--- config.mk ---
export PLATFORM = sky130hd
export DESIGN_NAME = smb_flag_ctrl
export DESIGN_NICKNAME = d
export VERILOG_FILES = /design/src/rtl/smb_flag_pkg.sv /design/src/rtl/smb_flag_cell.sv /design/src/rtl/smb_arb_monitor.sv /design/src/rtl/smb_role_fsm.sv /design/src/rtl/smb_flag_bits.sv /design/src/rtl/smb_flag_ctrl.sv
export SDC_FILE = /design/constraint.sdc
export NUM_CORES = 1
export LEC_CHECK = 0
export BUFFER_PORTS_ARGS = -buffer_cell sky130_fd_sc_hd__buf_4
export CORE_AREA = 10 10 47 49
export DETAILED_ROUTE_END_ITERATION = 16
export DIE_AREA = 0 0 57 59
export PLACE_DENSITY = 0.69
export SLEW_MARGIN = 0
export SYNTH_ARGS = -nofsm -noshare
export SYNTH_HDL_FRONTEND = slang
export SYNTH_SLANG_ARGS = --single-unit
--- constraint.sdc ---
create_clock -name clk -period 1.2 [get_ports clk]
set_input_delay 0.12 -clock clk [delete_from_list [all_inputs] [get_ports clk]]
set_output_delay 0.12 -clock clk [all_outputs]
set_load 0.05 [all_outputs]
--- src/rtl/smb_flag_pkg.sv ---
package smb_flag_pkg;

    // Role encoding: bit 1 = master, bit 0 = transmitter
    typedef enum logic [1:0] {
        ROLE_SLV_RX = 2'b00,
        ROLE_SLV_TX = 2'b01,
        ROLE_MST_RX = 2'b10,
        ROLE_MST_TX = 2'b11
    } role_t;

    typedef enum logic {
        LINK_IDLE      = 1'b0,
        LINK_ADDRESSED = 1'b1
    } link_t;

    // Index of each set/clear flag inside the flag vector
    localparam int F_SI  = 0;
    localparam int F_ACK = 1;
    localparam int F_ARB = 2;
    localparam int F_ARQ = 3;
    localparam int F_STO = 4;
    localparam int F_STA = 5;
    localparam int NUM_FLAGS = 6;

endpackage

--- src/rtl/smb_flag_cell.sv ---
module smb_flag_cell #(
    parameter bit CLR_OVER_SW = 1'b0
) (
    input  logic clk,
    input  logic rst,
    input  logic hw_set,
    input  logic hw_clr,
    input  logic sw_we,
    input  logic sw_d,
    output logic q
);

    // Priority: hardware set, then (optionally) hardware clear, then software, then hardware clear
    always_ff @(posedge clk) begin
        if (rst)
            q <= 1'b0;
        else if (hw_set)
            q <= 1'b1;
        else if (CLR_OVER_SW && hw_clr)
            q <= 1'b0;
        else if (sw_we)
            q <= sw_d;
        else if (hw_clr)
            q <= 1'b0;
    end

endmodule

--- src/rtl/smb_arb_monitor.sv ---
module smb_arb_monitor
    import smb_flag_pkg::*;
(
    input  logic clk,
    input  logic rst,
    input  logic ev_start_det,
    input  logic ev_stop_det,
    input  logic ev_stop_gen,
    input  logic ev_addr_match,
    input  logic ev_scl_low_ctl,
    input  logic ev_sda_low_one,
    input  logic master,
    input  logic start_req,
    output logic fault_set,
    output logic arb_lost,
    output logic stop_loss,
    output logic slave_stop
);

    link_t link_q, link_d;

    always_ff @(posedge clk) begin
        if (rst)
            link_q <= LINK_IDLE;
        else
            link_q <= link_d;
    end

    always_comb begin
        link_d = link_q;
        unique case (link_q)
            LINK_IDLE:
                if (ev_addr_match)
                    link_d = LINK_ADDRESSED;
            LINK_ADDRESSED:
                if (ev_addr_match)
                    link_d = LINK_ADDRESSED;
                else if (ev_stop_det || ev_start_det)
                    link_d = LINK_IDLE;
        endcase
    end

    logic rep_conflict;

    always_comb begin
        rep_conflict = ev_start_det && master && !start_req;
        fault_set    = rep_conflict || ev_scl_low_ctl || ev_sda_low_one;
        stop_loss    = ev_stop_det && master && !ev_stop_gen;
        arb_lost     = fault_set || stop_loss;
        slave_stop   = ev_stop_det && (link_q == LINK_ADDRESSED);
    end

endmodule

--- src/rtl/smb_role_fsm.sv ---
module smb_role_fsm
    import smb_flag_pkg::*;
(
    input  logic clk,
    input  logic rst,
    input  logic arb_lost,
    input  logic ev_start_gen,
    input  logic ev_stop_gen,
    input  logic ev_start_det,
    input  logic ev_frame_begin,
    input  logic ev_dat_wr,
    output logic master,
    output logic tx
);

    role_t role_q, role_d;
    logic  wrote_q;
    logic  wrote_any;

    assign wrote_any = wrote_q || ev_dat_wr;

    always_ff @(posedge clk) begin
        if (rst) begin
            role_q  <= ROLE_SLV_RX;
            wrote_q <= 1'b0;
        end else begin
            role_q <= role_d;
            if (ev_frame_begin)
                wrote_q <= 1'b0;
            else if (ev_dat_wr)
                wrote_q <= 1'b1;
        end
    end

    always_comb begin
        role_d = role_q;
        if (arb_lost)
            role_d = ROLE_SLV_RX;
        else if (ev_start_gen)
            role_d = ROLE_MST_TX;
        else begin
            unique case (role_q)
                ROLE_MST_TX, ROLE_MST_RX: begin
                    if (ev_stop_gen)
                        role_d = (role_q == ROLE_MST_TX) ? ROLE_SLV_TX : ROLE_SLV_RX;
                    else if (ev_start_det)
                        role_d = ROLE_MST_RX;
                    else if (ev_frame_begin)
                        role_d = wrote_any ? ROLE_MST_TX : ROLE_MST_RX;
                end
                ROLE_SLV_TX, ROLE_SLV_RX: begin
                    if (ev_start_det)
                        role_d = ROLE_SLV_RX;
                    else if (ev_frame_begin)
                        role_d = wrote_any ? ROLE_SLV_TX : ROLE_SLV_RX;
                end
            endcase
        end
    end

    always_comb begin
        unique case (role_q)
            ROLE_SLV_RX: begin master = 1'b0; tx = 1'b0; end
            ROLE_SLV_TX: begin master = 1'b0; tx = 1'b1; end
            ROLE_MST_RX: begin master = 1'b1; tx = 1'b0; end
            ROLE_MST_TX: begin master = 1'b1; tx = 1'b1; end
        endcase
    end

endmodule

--- src/rtl/smb_flag_bits.sv ---
module smb_flag_bits
    import smb_flag_pkg::*;
(
    input  logic clk,
    input  logic rst,
    input  logic tx,
    input  logic ev_start_gen,
    input  logic ev_stop_gen,
    input  logic ev_addr_match,
    input  logic ev_byte_rx,
    input  logic ev_ack_cycle,
    input  logic ack_line,
    input  logic fault_set,
    input  logic arb_lost,
    input  logic stop_loss,
    input  logic slave_stop,
    input  logic sw_wr,
    input  logic sw_start,
    input  logic sw_stop,
    input  logic sw_ack,
    input  logic sw_irq,
    output logic [NUM_FLAGS-1:0] flags
);

    logic [NUM_FLAGS-1:0] set_v, clr_v, we_v, d_v;
    logic si_set, ack_tx;

    always_comb begin
        ack_tx = ev_ack_cycle && tx;
        si_set = ev_start_gen || arb_lost || ack_tx || ev_byte_rx
                 || ev_addr_match || slave_stop;

        set_v = '0;
        clr_v = '0;
        we_v  = '0;
        d_v   = '0;

        set_v[F_SI]  = si_set;
        we_v[F_SI]   = sw_wr;
        d_v[F_SI]    = sw_irq;

        set_v[F_ACK] = ack_tx && !ack_line;
        clr_v[F_ACK] = ack_tx && ack_line;
        we_v[F_ACK]  = sw_wr;
        d_v[F_ACK]   = sw_ack;

        set_v[F_ARB] = fault_set;
        clr_v[F_ARB] = sw_wr && !sw_irq && flags[F_SI] && !si_set;

        set_v[F_ARQ] = ev_byte_rx;
        clr_v[F_ARQ] = ev_ack_cycle;

        set_v[F_STO] = slave_stop || stop_loss;
        clr_v[F_STO] = ev_stop_gen;
        we_v[F_STO]  = sw_wr;
        d_v[F_STO]   = sw_stop;

        set_v[F_STA] = ev_addr_match;
        we_v[F_STA]  = sw_wr;
        d_v[F_STA]   = sw_start;
    end

    for (genvar i = 0; i < NUM_FLAGS; i++) begin : g_cell
        smb_flag_cell #(
            .CLR_OVER_SW(i == F_ACK)
        ) u_cell (
            .clk    (clk),
            .rst    (rst),
            .hw_set (set_v[i]),
            .hw_clr (clr_v[i]),
            .sw_we  (we_v[i]),
            .sw_d   (d_v[i]),
            .q      (flags[i])
        );
    end

endmodule

--- src/rtl/smb_flag_ctrl.sv ---
module smb_flag_ctrl
    import smb_flag_pkg::*;
(
    input  logic clk,
    input  logic rst,
    input  logic ev_start_gen,
    input  logic ev_stop_gen,
    input  logic ev_start_det,
    input  logic ev_stop_det,
    input  logic ev_addr_match,
    input  logic ev_byte_rx,
    input  logic ev_ack_cycle,
    input  logic ack_line,
    input  logic ev_frame_begin,
    input  logic ev_dat_wr,
    input  logic ev_scl_low_ctl,
    input  logic ev_sda_low_one,
    input  logic sw_wr,
    input  logic sw_start,
    input  logic sw_stop,
    input  logic sw_ack,
    input  logic sw_irq,
    input  logic irq_en,
    output logic is_master,
    output logic tx_dir,
    output logic start_req,
    output logic stop_req,
    output logic ack_need,
    output logic arb_fault,
    output logic ack_bit,
    output logic irq_flag,
    output logic irq
);

    logic fault_set, arb_lost, stop_loss, slave_stop;
    logic master_w, tx_w;
    logic [NUM_FLAGS-1:0] flags;

    smb_arb_monitor u_arb (
        .clk            (clk),
        .rst            (rst),
        .ev_start_det   (ev_start_det),
        .ev_stop_det    (ev_stop_det),
        .ev_stop_gen    (ev_stop_gen),
        .ev_addr_match  (ev_addr_match),
        .ev_scl_low_ctl (ev_scl_low_ctl),
        .ev_sda_low_one (ev_sda_low_one),
        .master         (master_w),
        .start_req      (flags[F_STA]),
        .fault_set      (fault_set),
        .arb_lost       (arb_lost),
        .stop_loss      (stop_loss),
        .slave_stop     (slave_stop)
    );

    smb_role_fsm u_role (
        .clk            (clk),
        .rst            (rst),
        .arb_lost       (arb_lost),
        .ev_start_gen   (ev_start_gen),
        .ev_stop_gen    (ev_stop_gen),
        .ev_start_det   (ev_start_det),
        .ev_frame_begin (ev_frame_begin),
        .ev_dat_wr      (ev_dat_wr),
        .master         (master_w),
        .tx             (tx_w)
    );

    smb_flag_bits u_bits (
        .clk           (clk),
        .rst           (rst),
        .tx            (tx_w),
        .ev_start_gen  (ev_start_gen),
        .ev_stop_gen   (ev_stop_gen),
        .ev_addr_match (ev_addr_match),
        .ev_byte_rx    (ev_byte_rx),
        .ev_ack_cycle  (ev_ack_cycle),
        .ack_line      (ack_line),
        .fault_set     (fault_set),
        .arb_lost      (arb_lost),
        .stop_loss     (stop_loss),
        .slave_stop    (slave_stop),
        .sw_wr         (sw_wr),
        .sw_start      (sw_start),
        .sw_stop       (sw_stop),
        .sw_ack        (sw_ack),
        .sw_irq        (sw_irq),
        .flags         (flags)
    );

    assign is_master = master_w;
    assign tx_dir    = tx_w;
    assign start_req = flags[F_STA];
    assign stop_req  = flags[F_STO];
    assign ack_need  = flags[F_ARQ];
    assign arb_fault = flags[F_ARB];
    assign ack_bit   = flags[F_ACK];
    assign irq_flag  = flags[F_SI];
    assign irq       = flags[F_SI] && irq_en;

endmodule

Word-level counts from Yosys, hierarchy flattened

Index checks and enable logic that the tools add are counted.

Equality and inequality tests: 5
Reduce and logical (&&, ||, !) cells: 42
Bitwise logic cells: 1
Multiplexer cells: 30

Operators by type and width:

| kind                                                   | number |
|---|---|
| two-way mux 1 bit                                      | 20 |
| logical AND 1 bit                                      | 12 |
| two-way mux 2 bit                                      | 6 |
| OR reduction 2 bit                                     | 6 |
| logical OR 1 bit                                       | 11 |
| nonzero test 2 bit                                     | 4 |
| case mux 1 bit (2 select lines)                        | 3 |
| nonzero test 3 bit                                     | 2 |
| logical NOT 1 bit                                      | 5 |
| inequality test 5 x 1 -> 1 bit (second input constant) | 1 |
| equality test 2 bit (second input constant)            | 2 |
| inequality test 4 x 1 -> 1 bit (second input constant) | 1 |
| case mux 2 bit (2 select lines)                        | 1 |
| equality test 2 x 1 -> 1 bit (second input constant)   | 1 |
| logical NOT 2 bit                                      | 1 |
| AND reduction 2 bit                                    | 1 |
| NOT 1 bit                                              | 1 |

Output and inout port bits: 9
Logic and storage cells: 87
Input port bits: 20
Bits in registers: 10

Logic depth before layout (Yosys ltp)

Depth in word-level cells: 17
Gate-level depth with buffers: 4
Mapped depth without buffers: 3

Hierarchy

A second synthesis with hierarchy kept.

Cells, all modules: 61
Area, all modules: 510.5 sq um

By module, submodules not included:

| module                                       | area an instance (sq um) | cells an instance | instances |
|---|---|---|---|
| smb_flag_cell at u_bits.g_cell[0].u_cell ... | 38.8                     | 4                 | 5 |
| smb_role_fsm                                 | 131.4                    | 15                | 1 |
| smb_arb_monitor                              | 75.1                     | 11                | 1 |
| smb_flag_bits                                | 60.1                     | 10                | 1 |
| smb_flag_cell at u_bits.g_cell[1].u_cell     | 43.8                     | 4                 | 1 |
| smb_flag_ctrl                                | 6.3                      | 1                 | 1 |

Least setup slack after synthesis

OpenSTA, ideal clock, no wires.

Path type: register to register
Start point: reg u_bits.g_cell[5].u_cell.q
End point: reg u_bits.g_cell[2].u_cell.q
Clock period less this slack: 1.318 ns
Cell stages (with the launch flop): 4
Library setup time: 0.134 ns
Setup slack: -0.118 ns
Data arrival time: 1.184 ns
Buffers on the path: 0
Data required time: 1.066 ns
Cell sequence: dfxtp_1 -> and3b_1 -> nor4_1 -> a31oi_1

Word-level cells in the longest chain between the ends: 13
Elaborated cells between the ends (all ways): 14
Those cells by class: mux: 1; reduce/logical: 13

Ends and longest elaborated chain:

| what                                | RTL line              | RTL |
|---|---|---|
| start, declared                     | smb_flag_cell.sv:10   | `output logic q` |
| start signal, assigned              | smb_flag_cell.sv:22   | `q <= sw_d;` |
| logical NOT 1 bit (*)               | smb_arb_monitor.sv:46 | `rep_conflict = ev_start_det && master && !start_req;` |
| logical AND 1 bit (*)               | smb_arb_monitor.sv:46 |  |
| logical OR 1 bit (*) (2 in series)  | smb_arb_monitor.sv:47 | `fault_set = rep_conflict \|\| ev_scl_low_ctl \|\| ev_sda_low_one;` |
| logical OR 1 bit                    | smb_arb_monitor.sv:49 | `arb_lost = fault_set \|\| stop_loss;` |
| logical OR 1 bit (3 in series)      | smb_flag_bits.sv:30   | `si_set = ev_start_gen \|\| arb_lost \|\| ack_tx \|\| ev_byte_rx` |
| logical OR 1 bit (2 in series)      | smb_flag_bits.sv:31   | `\|\| ev_addr_match \|\| slave_stop;` |
| logical NOT 1 bit                   | smb_flag_bits.sv:48   | `clr_v[F_ARB] = sw_wr && !sw_irq && flags[F_SI] && !si_set;` |
| logical AND 1 bit                   | smb_flag_bits.sv:48   |  |
| nonzero test 2 bit (no source line) | n/a                   |  |
| end signal, assigned                | smb_flag_cell.sv:22   |  |
| end, declared                       | smb_flag_cell.sv:10   |  |

Mark *: on every way between the ends. The rest lies on a longest branch, timed or not.
A chain may end at the register's enable or synchronous reset.

Final worst setup path

Start point: reg u_bits.g_cell[0].u_cell.q
End point: out irq

Word-level cells in the longest chain between the ends: 1

Ends and longest elaborated chain:

| what                   | RTL line            | RTL |
|---|---|---|
| start, declared        | smb_flag_cell.sv:10 |  |
| start signal, assigned | smb_flag_cell.sv:22 |  |
| logical AND 1 bit      | smb_flag_ctrl.sv:99 | `assign irq = flags[F_SI] && irq_en;` |
| end, declared          | smb_flag_ctrl.sv:32 | `output logic irq` |

No other way between the ends.

==> summary.txt <==
Critical path
  • Critical path's largest stage delay: between 0.3 and 0.4 ns
  • Crit path max fanout: 4
  • R2R depth: 2
  • Setup Crit Path Kind: reg -> out
  • Crit-path cells: and2_2 -> buf_4
  • Critical path required time: 1.08 ns
  • Worst setup SP type: register
  • CP max stage cell: dfxtp_1
  • Crit path capture type: output pin
  • WP data arrival: 0.97 ns

Min path
  • Hold Path Depth: 2
  • HP Class: in -> reg

Floorplanning
  • Die footprint: 3363 sq um
  • Die Width: 57 um
  • Ports: 29
  • Core Rows: 14
  • Core area: 1401 sq um
  • Starting Density: 0.3455
  • Die height: 59 um

Layout
  • Final Instance Area: 729.5 sq um
  • Fin nets: 100
  • Fill cell count: roughly 140
  • Ant diodes: 0
  • Area delta synth->final: 50.65%
  • Share of layout cells above drive strength 1: 0.4937

Power and ir drop
  • Peak supply drop: approximately 0.66 mV
  • Switching share of power: 0.2813
  • Internal: 625.1 uW
  • Leak pwr: 0.3452 nW
  • Clock network power share: 0.345
  • Reg power frac: 0.418
  • Pwr/cell area: 1192 nW/um^2
  • NetSw: 244.7 uW
  • Gate power share: 0.237

Placement
  • GPL Wtd Cong: slightly above 0.8
  • Placement Cell Area: 693.2 sq um
  • Buffers on Ports: 28
  • DPL Wire Length: around 1.2 mm

Global routing
  • Grt ovf: 0
  • Global Route met3 Usage: 0.05150
  • Antenna violations before repair: 0
  • Met2 Usage GRT: 0.1504
  • GRT busiest layer: met2
  • GR Util met1: 0.09736
  • First-pass GRT wire length: about 2.6 mm
  • Largest net degree at the start of global routing: 10
  • Vias in the first global route: ~550
  • GRT Total Usage: 0.09418

Clock network
  • Hold_buf cts: 0
  • Clk sinks: 10
  • H-tree levels: 1
  • Setup Buffers After CTS: 0
  • CTS Buf Count: 3
  • CTS Buffer Depth: 2
  • Root Buffer: clkbuf_4
  • TritonCTS clock tree: built
  • CTS clock-pin slew for the worst setup and hold paths: 0.07 ns
  • Resize count post-CTS: 0
  • Worst-Skew Late Latency: 0.26 ns

STA
  • Hold Vio Cnt, Final: 0
  • Rel. slew slack: 0.7626
  • RSZ-0062 raised after global routing: false
  • Setup_tns: 0 ns
  • F_max: 914.4 MHz
  • Final setup fails: 0
  • Final min period: 1.094 ns
  • Tcrit/Tclk final: 0.9114
  • Max Clock Skew: 0.001076 ns
  • Tightest Pin Transition: ~0.36 ns
  • Max Slew Vio Count: 0

Route
  • Vias per cell: 5.168
  • Total iterations of the first detailed-routing run: 1
  • DR WL/cell: around 15 um
  • Final WL: roughly 1.4 mm
  • DRT iter0 DRCs: 0
  • Antenna Nets Post-Route: 0
  • Via count: 491
  • DRC: 0

Yosys
  • Average cell area after synthesis: 9.494 sq um
  • Cells after Synth: between 50 and 60
  • FF+latch count, synth: 10
  • Synth area leaders: dfxtp_1, nor2_1, a21oi_1, a2111oi_2, nor4b_2
  • Cell variety after synth: 31
  • Post-synth EDFFs: 0
  • YS warnings: 0
  • Post-synth top flop: dfxtp_1
  • Register area share after synthesis: 0.4134
  • Post-Synthesis Cell Area: just under 500 sq um
  • Syn_nets: 71
  • Cell type with the highest aggregate area in the netlist: dfxtp_1
  • Post-synth top area share: 0.4134
  • Ys async rst share: 0

Job
  • Max Cap Viol: 0

Status
  • Status: completed
-- routing by layer --
metal,wire length (um),share of wire
met4,18,0.013
met5,0,0
met1,583,0.41
met3,185,0.13
met2,650,0.45
-- layout by cell type, fill, tap and decap left out --
master | Yosys | final
a221oi_1 | 1 | 1
dfxtp_2 | 0 | 1
a311oi_1 | 1 | 1
a211oi_1 | 1 | 1
o311a_1 | 1 | 1
nor3_2 | 1 | 1
a21oi_1 | 4 | 4
nor3b_1 | 1 | 1
inv_1 | 2 | 2
and2_2 | 0 | 1
and2_4 | 1 | 1
nor2b_1 | 2 | 2
o211a_1 | 1 | 1
buf_4 | 0 | 28
a21oi_2 | 1 | 1
a41oi_1 | 1 | 1
and2b_1 | 1 | 1
o41ai_1 | 1 | 1
a2111oi_2 | 1 | 1
nor2_1 | 6 | 6
and3b_1 | 1 | 1
nor4b_2 | 1 | 1
nand3b_1 | 1 | 1
o21ai_1 | 1 | 1
nor3_1 | 1 | 1
dfxtp_1 | 10 | 9
a31oi_1 | 1 | 1
clkbuf_4 | 0 | 3
clkbuf_8 | 0 | 1
nor4_1 | 1 | 1
o21a_1 | 1 | 1
mux2i_1 | 1 | 1
-- power groups by stage --
stage	Clock, mW	Sequential [mW]	Combinational, mW
final	0.300	0.364	0.206
after floorplan	0	0.416	0.0695
after global routing	0.322	0.366	0.225
after detailed placement	0	0.371	0.209
after global placement	0	0.370	0.208
after CTS	0.309	0.364	0.209
-- per-stage QoR --
stage	util	hold WS (ns)	total power, mW	instances	setup WS [ns]
2_1_floorplan	-	0.1992	0.4857	51	0.03664
3_3_place_gp	0.4946	0.3025	0.5779	91	0.1688
3_5_place_dp	0.4946	0.3035	0.5800	91	0.1621
4_1_cts	0.5205	0.02504	0.8822	95	0.09711
5_1_grt	0.5205	0.03638	0.9126	95	0.02831
6_report	0.5205	0.03259	0.8698	95	0.1064
-- path summary, 6_finish.rpt --
kind	start	to	slack (ns)
max	u_bits.g_cell[0].u_cell.q$_SDFFE_PP0P_	irq	0.11
min reg2reg	u_arb.link_q$_SDFF_PP0_	u_arb.link_q$_SDFF_PP0_	0.49
min	ev_frame_begin	u_role.wrote_q$_SDFFE_PP0P_	0.03
max reg2reg	u_role.role_q[0]$_SDFFE_PP0P_	u_bits.g_cell[0].u_cell.q$_SDFFE_PP0P_	0.14
-- worst max-delay path: cells and delay by family, from the launching register on --
family / cells / cell delay (ns)
DFF: 1 / 0.37
buffers and inverters: 1 / 0.19
and+or+nand+nor: 1 / 0.15
-- cell usage after synthesis (2+ instances only) --
master	count
dfxtp_1	10
nor2_1	6
a21oi_1	4
clkbuf_1	2
inv_1	2
nor2b_1	2
-- flip-flops by register name (all words and copies together), names as in the netlist --
register                count
u_bits.g_cell.u_cell.q      6
u_role.role_q               2
u_arb.link_q                1
u_role.wrote_q              1
-- kinds of logic (layout without fill, tap and decap cells) --
logic type | after synthesis | count (layout) | share of synthesized area
multiplexers | 1 | 1 | 0.02067
AO/OA/AOI/OAI | 16 | 16 | 0.2584
buffers and inverters | 6 | 34 | 0.06460
flip-flops | 10 | 10 | 0.4134
AND/OR/NAND/NOR | 18 | 18 | 0.2429
-- area by class of cell --
type                            count  area, sq um  share of cell area
Timing Repair Buffer               28        210.2              0.2882
Tap cell                           16        20.02             0.02744
Multi-Input combinational cell     35        254.0              0.3482
Inverter                            2        7.507             0.01029
Clock buffer                        4        36.28             0.04974
Sequential cell                    10        201.4              0.2762
Power figures use the tool's default switching activity.
